### src/rtl/dcac_qual_pkg.sv
package dcac_qual_pkg;
    typedef enum logic [1:0] {
        W_IDLE       = 2'd0,
        W_MEASURE    = 2'd1,
        W_SUPPRESSED = 2'd2
    } win_state_t;
endpackage

### src/rtl/dcac_sync.sv
module dcac_sync #(
    parameter int W      = 4,
    parameter int STAGES = 2
) (
    input  logic         clk,
    input  logic         rst_n,
    input  logic [W-1:0] din,
    output logic [W-1:0] dout
);
    logic [W-1:0] pipe [STAGES];

    always_ff @(posedge clk or negedge rst_n) begin
        if (!rst_n) begin
            for (int k = 0; k < STAGES; k++) pipe[k] <= '0;
        end else begin
            pipe[0] <= din;
            for (int k = 1; k < STAGES; k++) pipe[k] <= pipe[k-1];
        end
    end

    assign dout = pipe[STAGES-1];
endmodule

### src/rtl/dcac_window.sv
module dcac_window
    import dcac_qual_pkg::*;
(
    input  logic clk,
    input  logic rst_n,
    input  logic active,
    input  logic rd_strobe,
    input  logic ovl,
    output logic win_start,
    output logic verdict_ok
);
    win_state_t state, state_nx;
    logic       active_q;

    // a window starts when the function becomes active or at a read
    assign win_start = active && (!active_q || rd_strobe);

    always_ff @(posedge clk or negedge rst_n) begin
        if (!rst_n) begin
            state    <= W_IDLE;
            active_q <= 1'b0;
        end else begin
            state    <= state_nx;
            active_q <= active;
        end
    end

    always_comb begin
        state_nx = state;
        if (!active) begin
            state_nx = W_IDLE;
        end else if (win_start) begin
            state_nx = ovl ? W_SUPPRESSED : W_MEASURE;
        end else begin
            unique case (state)
                W_IDLE:       state_nx = W_IDLE;
                W_MEASURE:    state_nx = ovl ? W_SUPPRESSED : W_MEASURE;
                W_SUPPRESSED: state_nx = W_SUPPRESSED;
                default:      state_nx = W_IDLE;
            endcase
        end
    end

    always_comb begin
        verdict_ok = 1'b0;
        unique case (state)
            W_IDLE:       verdict_ok = 1'b0;
            W_MEASURE:    verdict_ok = active && !ovl;
            W_SUPPRESSED: verdict_ok = 1'b0;
            default:      verdict_ok = 1'b0;
        endcase
    end
endmodule

### src/rtl/dcac_chan.sv
module dcac_chan #(
    parameter int MIN_PULSES = 3
) (
    input  logic clk,
    input  logic rst_n,
    input  logic dc_s,
    input  logic ipk_rise,
    input  logic dc_start,
    input  logic ipk_start,
    input  logic dc_ok,
    input  logic ipk_ok,
    input  logic rd_strobe,
    output logic dc_fault,
    output logic tw_open
);
    localparam int CNT_W = $clog2(MIN_PULSES + 1);
    localparam logic [CNT_W-1:0] CNT_MAX = CNT_W'(MIN_PULSES);

    logic             dc_all;
    logic [CNT_W-1:0] cnt;

    always_ff @(posedge clk or negedge rst_n) begin
        if (!rst_n) begin
            dc_all <= 1'b0;
        end else if (dc_start) begin
            dc_all <= dc_s;
        end else begin
            dc_all <= dc_all & dc_s;
        end
    end

    always_ff @(posedge clk or negedge rst_n) begin
        if (!rst_n) begin
            cnt <= '0;
        end else if (ipk_start) begin
            cnt <= CNT_W'(ipk_rise);
        end else if (ipk_rise && (cnt != CNT_MAX)) begin
            cnt <= cnt + CNT_W'(1);
        end
    end

    always_ff @(posedge clk or negedge rst_n) begin
        if (!rst_n) begin
            dc_fault <= 1'b0;
            tw_open  <= 1'b0;
        end else if (rd_strobe) begin
            dc_fault <= dc_ok && dc_all;
            tw_open  <= ipk_ok && (cnt < CNT_MAX);
        end
    end
endmodule

### src/rtl/dcac_fault_qualifier.sv
module dcac_fault_qualifier #(
    parameter int NCH         = 4,
    parameter int SYNC_STAGES = 2,
    parameter int MIN_PULSES  = 3
) (
    input  logic           clk,
    input  logic           rst_n,
    input  logic           amp_on,
    input  logic           dc_en,
    input  logic           ipk_en,
    input  logic           ovl,
    input  logic           rd_strobe,
    input  logic [NCH-1:0] dc_cmp,
    input  logic [NCH-1:0] ipk_cmp,
    output logic [NCH-1:0] dc_fault,
    output logic [NCH-1:0] tw_open,
    output logic           dc_busy,
    output logic           ipk_busy
);
    logic [NCH-1:0] dc_s, ipk_s, ipk_prev, ipk_rise;
    logic           dc_start, ipk_start, dc_ok, ipk_ok;

    assign dc_busy  = dc_en && amp_on;
    assign ipk_busy = ipk_en && amp_on;

    dcac_sync #(.W(NCH), .STAGES(SYNC_STAGES)) u_sync_dc (
        .clk(clk), .rst_n(rst_n), .din(dc_cmp), .dout(dc_s)
    );

    dcac_sync #(.W(NCH), .STAGES(SYNC_STAGES)) u_sync_ipk (
        .clk(clk), .rst_n(rst_n), .din(ipk_cmp), .dout(ipk_s)
    );

    always_ff @(posedge clk or negedge rst_n) begin
        if (!rst_n) ipk_prev <= '0;
        else        ipk_prev <= ipk_s;
    end

    assign ipk_rise = ipk_s & ~ipk_prev;

    dcac_window u_win_dc (
        .clk(clk), .rst_n(rst_n), .active(dc_busy), .rd_strobe(rd_strobe),
        .ovl(ovl), .win_start(dc_start), .verdict_ok(dc_ok)
    );

    dcac_window u_win_ipk (
        .clk(clk), .rst_n(rst_n), .active(ipk_busy), .rd_strobe(rd_strobe),
        .ovl(ovl), .win_start(ipk_start), .verdict_ok(ipk_ok)
    );

    for (genvar c = 0; c < NCH; c++) begin : g_ch
        dcac_chan #(.MIN_PULSES(MIN_PULSES)) u_ch (
            .clk(clk), .rst_n(rst_n),
            .dc_s(dc_s[c]), .ipk_rise(ipk_rise[c]),
            .dc_start(dc_start), .ipk_start(ipk_start),
            .dc_ok(dc_ok), .ipk_ok(ipk_ok), .rd_strobe(rd_strobe),
            .dc_fault(dc_fault[c]), .tw_open(tw_open[c])
        );
    end
endmodule

### config.mk
export PLATFORM = sky130hd
export DESIGN_NAME = dcac_fault_qualifier
export DESIGN_NICKNAME = d
export VERILOG_FILES = /design/src/rtl/dcac_qual_pkg.sv /design/src/rtl/dcac_sync.sv /design/src/rtl/dcac_window.sv /design/src/rtl/dcac_chan.sv /design/src/rtl/dcac_fault_qualifier.sv
export SDC_FILE = /design/constraint.sdc
export NUM_CORES = 1
export LEC_CHECK = 0
export ABC_AREA = 1
export BUFFER_PORTS_ARGS = -buffer_cell sky130_fd_sc_hd__clkbuf_2
export CELL_PAD_IN_SITES_DETAIL_PLACEMENT = 2
export CELL_PAD_IN_SITES_GLOBAL_PLACEMENT = 2
export CORE_UTILIZATION = 35
export CTS_CLUSTER_DIAMETER = 50
export DETAILED_ROUTE_END_ITERATION = 8
export PLACE_DENSITY = 0.79
export SLEW_MARGIN = 20
export SYNTH_ARGS = -nofsm -noshare
export SYNTH_HDL_FRONTEND = slang
export SYNTH_SLANG_ARGS = --single-unit
### constraint.sdc
create_clock -name clk -period 1.37 [get_ports clk]
set_input_delay 0.0685 -clock clk [delete_from_list [all_inputs] [get_ports clk]]
set_output_delay 0.0685 -clock clk [all_outputs]
set_load 0.05 [all_outputs]
=== Word level (Yosys, flattened, before mapping) ===
Index checks and enable logic that the tools add are counted.

* Register bits after elaboration: 46
* Output and inout bits: 10
* Word-level logic and storage cells: 95

* Add/sub/neg operators: 4
* Order comparisons: 4
* Eq/ne operators: 8
* Mux-type cells: 21
* Bitwise logic cells: 6
* Reductions and logical operators: 27

{| class="wikitable"
|+ Operator list
! operator !! number
|-
| $mux W2 || 13
|-
| $logic_and A1 B1 Y1 || 18
|-
| $add A2 B1 Y2 const B || 4
|-
| $lt A2 B2 Y1 const B || 4
|-
| $ne A2 B2 Y1 const B || 4
|-
| $pmux W2 S2 || 2
|-
| $reduce_bool A2 Y1 || 4
|-
| $mux W1 || 6
|-
| $and A1 B1 Y1 || 4
|-
| $and A4 B4 Y4 || 1
|-
| $eq A2 B1 Y1 const B || 2
|-
| $eq A2 B2 Y1 const B || 2
|-
| $not A4 Y4 || 1
|-
| $logic_not A1 Y1 || 3
|-
| $logic_or A1 B1 Y1 || 2
|}

=== Logic depth before layout (Yosys ltp) ===
* Word-level depth: 5
* Mapped depth: 8
* Depth with buffers taken out: 8

=== Modules after synthesis ===
From an unflattened synthesis, not the netlist that was laid out.

* Cell total of the unflattened synthesis: 190
* Area, all modules: 1914.3 µm²

{| class="wikitable"
|+ Modules (own cells, without submodules)
! module !! instances !! cells an instance !! area each (µm²) !! seq. area each (µm²)
|-
| dcac_chan || 4 || 24 || 222.7 || 125.1
|-
| dcac_sync || 2 || 12 || 230.2 || 200.2
|-
| dcac_window || 2 || 27 || 203.9 || 75.1
|-
| dcac_fault_qualifier || 1 || 16 || 155.1 || 100.1
|}

=== Worst setup path after synthesis ===
Ideal clock, no wire load.

* Kind: input to register
* Start point: input ipk_en
* End point: register g_ch[2].u_ch.cnt[0]
* Setup time: 124 ps
* Data arrival time: 883 ps
* Required time: 1246 ps
* Setup slack: 363 ps
* Stages: 6
* Path buffers: 1
* Cell sequence: nand2_1 inv_1 nand2_4 buf_6 nand3_1 nand3_1

* Cells in the longest elaborated chain, start to end: 3

{| class="wikitable"
|+ Ends and longest elaborated chain
! what !! line !! source
|-
| start, declared || dcac_fault_qualifier.sv:10 || <nowiki>input logic ipk_en,</nowiki>
|-
| $logic_and A1 B1 Y1 (*) || dcac_fault_qualifier.sv:24 || <nowiki>assign ipk_busy = ipk_en && amp_on;</nowiki>
|-
| via ipk_busy || dcac_fault_qualifier.sv:18 || <nowiki>output logic ipk_busy</nowiki>
|-
| $logic_and A1 B1 Y1 (*) || dcac_window.sv:16 || <nowiki>assign win_start = active && (!active_q || rd_strobe);</nowiki>
|-
| $mux W2 or $reduce_bool A2 Y1 (tied branches) || -- ||
|-
| end signal, assigned || dcac_chan.sv:36 || <nowiki>cnt <= CNT_W'(ipk_rise);</nowiki>
|-
| end signal, assigned || dcac_chan.sv:38 || <nowiki>cnt <= cnt + CNT_W'(1);</nowiki>
|-
| end, declared || dcac_chan.sv:20 || <nowiki>logic [CNT_W-1:0] cnt;</nowiki>
|}

Mark *: on every way through the listed nets, which the timed path passes. The rest lies on a longest branch.
A chain may end at the register's enable or synchronous reset.

=== Worst setup path after layout ===
* Start point: register g_ch[3].u_ch.cnt[0]
* End point: register g_ch[3].u_ch.cnt[1]

* Cells in the longest elaborated chain, start to end: 3

{| class="wikitable"
|+ Ends and longest elaborated chain
! what !! line !! source
|-
| start, declared || dcac_chan.sv:20 ||
|-
| start signal, assigned || dcac_chan.sv:36 ||
|-
| start signal, assigned || dcac_chan.sv:38 ||
|-
| $add A2 B1 Y2 or $ne A2 B2 Y1 (tied branches) || dcac_chan.sv:38, dcac_chan.sv:37 ||
|-
| $mux W2 or $logic_and A1 B1 Y1 (tied branches) || dcac_chan.sv:37 || <nowiki>end else if (ipk_rise && (cnt != CNT_MAX)) begin</nowiki>
|-
| $mux W2 or $reduce_bool A2 Y1 (tied branches) || -- ||
|}

Several ways; a longest one is shown, not always the timed one. The select of a mux whose other input is x is not followed.

==> metrics.txt <==
# TYPE chip_impl_metric gauge
chip_impl_metric{name="synth_largest_type_area_fraction",unit=""} 0.607
chip_impl_metric{name="syn-num-nets",unit=""} 213
chip_impl_metric{name="antenna_found_initial",unit=""} 0
chip_impl_metric{name="worst_ep_arrival_time",unit="ns"} 1.41
chip_impl_metric{name="cts_setup_buffers",unit=""} 0
chip_impl_metric{name="initial_core_util",unit=""} 0.367
chip_impl_metric{name="layout-drive-gt1-share",unit=""} 0.170
chip_impl_metric{name="worstHoldPathCells",unit=""} 3
chip_impl_metric{name="highest_achievable_clock_rate",unit="MHz"} 856
chip_impl_metric{name="critical_path_data_required_time",unit="ns"} 1.61
chip_impl_metric{name="total_of_flip_flops_plus_latches_after_synthesis",unit=""} 46
chip_impl_metric{name="gr-usage-all-layers",unit=""} 0.164
chip_impl_metric{name="max-clock-path-buffers",unit=""} 2
chip_impl_info{name="final_common_cell",value="dfrtp_1"} 1
chip_impl_metric{name="timing.critical_path.slowest_cell_delay",unit="ns"} 0.41
chip_impl_metric{name="drc",unit=""} 0
chip_impl_info{name="holdCritPathClass",value="primary input to flop"} 1
chip_impl_metric{name="post_synth_instance_area",unit="mm²"} 0.00190
chip_impl_info{name="cts_tree",value="yes"} 1
chip_impl_info{name="synth_top_cell_by_area",value="dfrtp_1"} 1
chip_impl_info{name="synthTopCellsByArea",value="dfrtp_1, nand2_1, inv_1, nand3_1, ha_1"} 1
chip_impl_info{name="crit_path_start_kind",value="flop"} 1
chip_impl_metric{name="place.gp.congestion",unit=""} 0.754
chip_impl_metric{name="vias_in_the_first_global_route",unit=""} 1407
chip_impl_metric{name="worst_clock_skew",unit="ns"} 0.00502
chip_impl_metric{name="maxSlewHeadroom",unit=""} 0.814
chip_impl_metric{name="fin_tns_setup",unit="ns"} 0
chip_impl_metric{name="dr_total_vias",unit=""} 1321
chip_impl_metric{name="routedWlPerCell",unit="µm"} 13.5
chip_impl_metric{name="die_width",unit="µm"} 75.6
chip_impl_info{name="rsz0062_at_grt",value="false"} 1
chip_impl_metric{name="ys_seq_area_frac",unit=""} 0.607
chip_impl_info{name="grt_busiest_layer",value="met2"} 1
chip_impl_metric{name="synth.distinct_cells",unit=""} 17
chip_impl_metric{name="antenna-diode-count",unit=""} 0
chip_impl_metric{name="synthesis.yosys.warnings",unit=""} 0
chip_impl_metric{name="num-nets-final",unit=""} 245
chip_impl_metric{name="worst_setup_hold_path_clk_slew",unit="ns"} 0.08
chip_impl_metric{name="cts_hold_buf",unit=""} 9
chip_impl_metric{name="reg2reg_depth",unit=""} 4
chip_impl_metric{name="dp_slack",unit="ns"} 0.202
chip_impl_metric{name="die_area",unit="mm²"} 0.00572
chip_impl_info{name="critical-path-slowest-cell",value="dfrtp_1"} 1
chip_impl_metric{name="critPathMaxFanout",unit=""} 3
chip_impl_metric{name="path_buf_inv",unit=""} 0
chip_impl_metric{name="global_route.usage.met2",unit=""} 0.273
chip_impl_info{name="status",value="finished clean"} 1
chip_impl_metric{name="drt_wl_total",unit="µm"} 3970
chip_impl_metric{name="timing.max_cap.violations",unit=""} 0
chip_impl_info{name="ctsRootBufferMaster",value="clkbuf_8"} 1
chip_impl_metric{name="final_hold_viols",unit=""} 0
chip_impl_metric{name="total_leakage_power",unit="nW"} 1.17
chip_impl_metric{name="number_of_pins_with_negative_max_slew_slack_in_the_final_report",unit=""} 0
chip_impl_metric{name="cp_num_cells",unit=""} 4
chip_impl_metric{name="ant_nets",unit=""} 0
chip_impl_info{name="cp-end-kind",value="flop"} 1
chip_impl_metric{name="clock_tree.htree_level_count",unit=""} 2
chip_impl_metric{name="floorplan.core_area",unit="mm²"} 0.00517
chip_impl_metric{name="globalRouteMet1Util",unit=""} 0.208
chip_impl_metric{name="final_period_minus_worst_setup_slack",unit="ns"} 1.17
chip_impl_info{name="cp_top_family",value="simple AND/OR/NAND/NOR gates"} 1
chip_impl_metric{name="clock_sinks",unit=""} 46
chip_impl_metric{name="final.fill_count",unit=""} 563
chip_impl_metric{name="insertion_delay",unit="ns"} 0.30
chip_impl_metric{name="chip_height",unit="µm"} 75.6
chip_impl_metric{name="detail_route.iter0.violations",unit=""} 50
chip_impl_metric{name="setup_viol",unit=""} 0
chip_impl_metric{name="fin_hold_ws",unit="ns"} 0.0681
chip_impl_info{name="commonest_cells_after_routing_fill_and_taps_aside",value="dfrtp_1, nand2_1, inv_1, clkbuf_2, nand3_1"} 1
chip_impl_metric{name="groute.layer.met3.usage",unit=""} 0.0397
chip_impl_metric{name="grt_max_degree",unit=""} 47
chip_impl_metric{name="row_count",unit=""} 26
chip_impl_metric{name="fin_crit_sh",unit=""} 0.853
chip_impl_metric{name="global_route_total_overflow",unit=""} 0
chip_impl_metric{name="postCtsResizedCells",unit=""} 0
chip_impl_metric{name="avgSynthCellArea",unit="µm²"} 9.98
chip_impl_metric{name="layout_setup_ws",unit="ns"} 0.201
chip_impl_metric{name="timing_worst_slew_pin_value",unit="ns"} 0.277
chip_impl_metric{name="synthToLayoutAreaGrowth",unit="%"} 17.6
chip_impl_metric{name="hpwl",unit="µm"} 2960
chip_impl_metric{name="io_buffer_count",unit=""} 24
chip_impl_info{name="path_cells",value="ha_1 -> nor3_1 -> nand3_1 -> nand2_1"} 1
chip_impl_metric{name="netlist_instances",unit=""} 190
chip_impl_metric{name="grt_pass1_wl",unit="µm"} 6680
chip_impl_info{name="critical_path_class",value="flop to flop"} 1
chip_impl_metric{name="vdd_ir_drop_max",unit="mV"} 0.590
chip_impl_metric{name="numCtsBuffers",unit=""} 5
chip_impl_metric{name="drtPass1Iterations",unit=""} 2
chip_impl_metric{name="power-per-cell-area",unit="mW/mm²"} 1230
chip_impl_metric{name="ioPinCount",unit=""} 25
chip_impl_metric{name="number_of_vias_per_cell",unit=""} 4.51
state kept, by name, summed over array words and instances (netlist names):
register / count
u_sync_dc.dout: 4
g_ch.u_ch.cnt: 8
g_ch.u_ch.tw_open: 4
u_win_dc.state: 2
u_win_ipk.state: 2
g_ch.u_ch.dc_all: 4
u_sync_ipk.pipe: 4
ipk_prev: 4
g_ch.u_ch.dc_fault: 4
u_win_dc.active_q: 1
u_win_ipk.active_q: 1
u_sync_dc.pipe: 4
u_sync_ipk.dout: 4
where the power goes:
group	internal (mW)	leakage, nW	switching, mW
registers	1.47	0.579	0.0741
clock network	0.407	0.0482	0.435
logic	0.147	0.541	0.218
total	2.02	1.17	0.728
metal layers:
layer  up-vias  share of wire
li1        645              -
met1       655           0.44
met2        15           0.52
met3         6          0.024
met4         0          0.017
met5         -              0
Yosys cell counts:
library cell and count:
a21boi_0 3, inv_1 33, nor2_2 1, nand2_2 1, buf_4 8, a21boi_1 1
dfrtp_1 46, inv_8 1, nand3_1 21, nor2_1 7, ha_1 8, buf_6 2
a21oi_1 2, nand2_1 39, o21ai_0 11, nor3_1 4, nand2_4 2
kinds of logic after synthesis:
kind of cell               after synthesis  share of synthesized area
adders and majority gates                8                     0.0528
DFF                                     46                      0.607
and+or+nand+nor                         75                      0.175
buffers and inverters                   44                      0.115
AOI/OAI and AO/OA                       17                     0.0501
through the flow:
stage	utilization	std cells	instance area (µm²)	power, mW
floorplan	-	190	1900	1.78
global placement	0.396	276	2050	1.89
detailed placement	0.396	276	2050	1.93
CTS	0.431	293	2230	2.80
global route	0.431	293	2230	2.92
finish	0.431	293	2230	2.75
tightest hold or removal path, stage by stage:
cell	delay (ns)
clkbuf_2	0.08
nand2_1	0.08
inv_1	0.09
layout make-up:
cell class                      instances  area (µm²)  share of cell area
Clock buffer                            7        86.3              0.0387
Clock inverter                          1        5.00             0.00224
Inverter                               34         135              0.0606
Multi-Input combinational cell        100         528               0.237
Sequential cell                        46        1150               0.516
Tap cell                               70        87.6              0.0393
Timing Repair Buffer                   35         238               0.107
final timing paths:
path / from / slack (ns) / end
setup / recovery: g_ch[3].u_ch.cnt[0] / 0.20 / g_ch[3].u_ch.cnt[1]
hold / removal: dc_en / 0.07 / u_win_dc.active_q
setup reg to reg: g_ch[3].u_ch.cnt[0] / 0.20 / g_ch[3].u_ch.cnt[1]
hold reg to reg: u_sync_dc.pipe[7] / 0.35 / u_sync_dc.dout[3]
max in group asynchronous: rst_n / 0.86 / u_sync_dc.dout[1]
min in group asynchronous: rst_n / 0.29 / g_ch[0].u_ch.cnt[0]
Note: power is estimated with default switching activity, not from simulation.
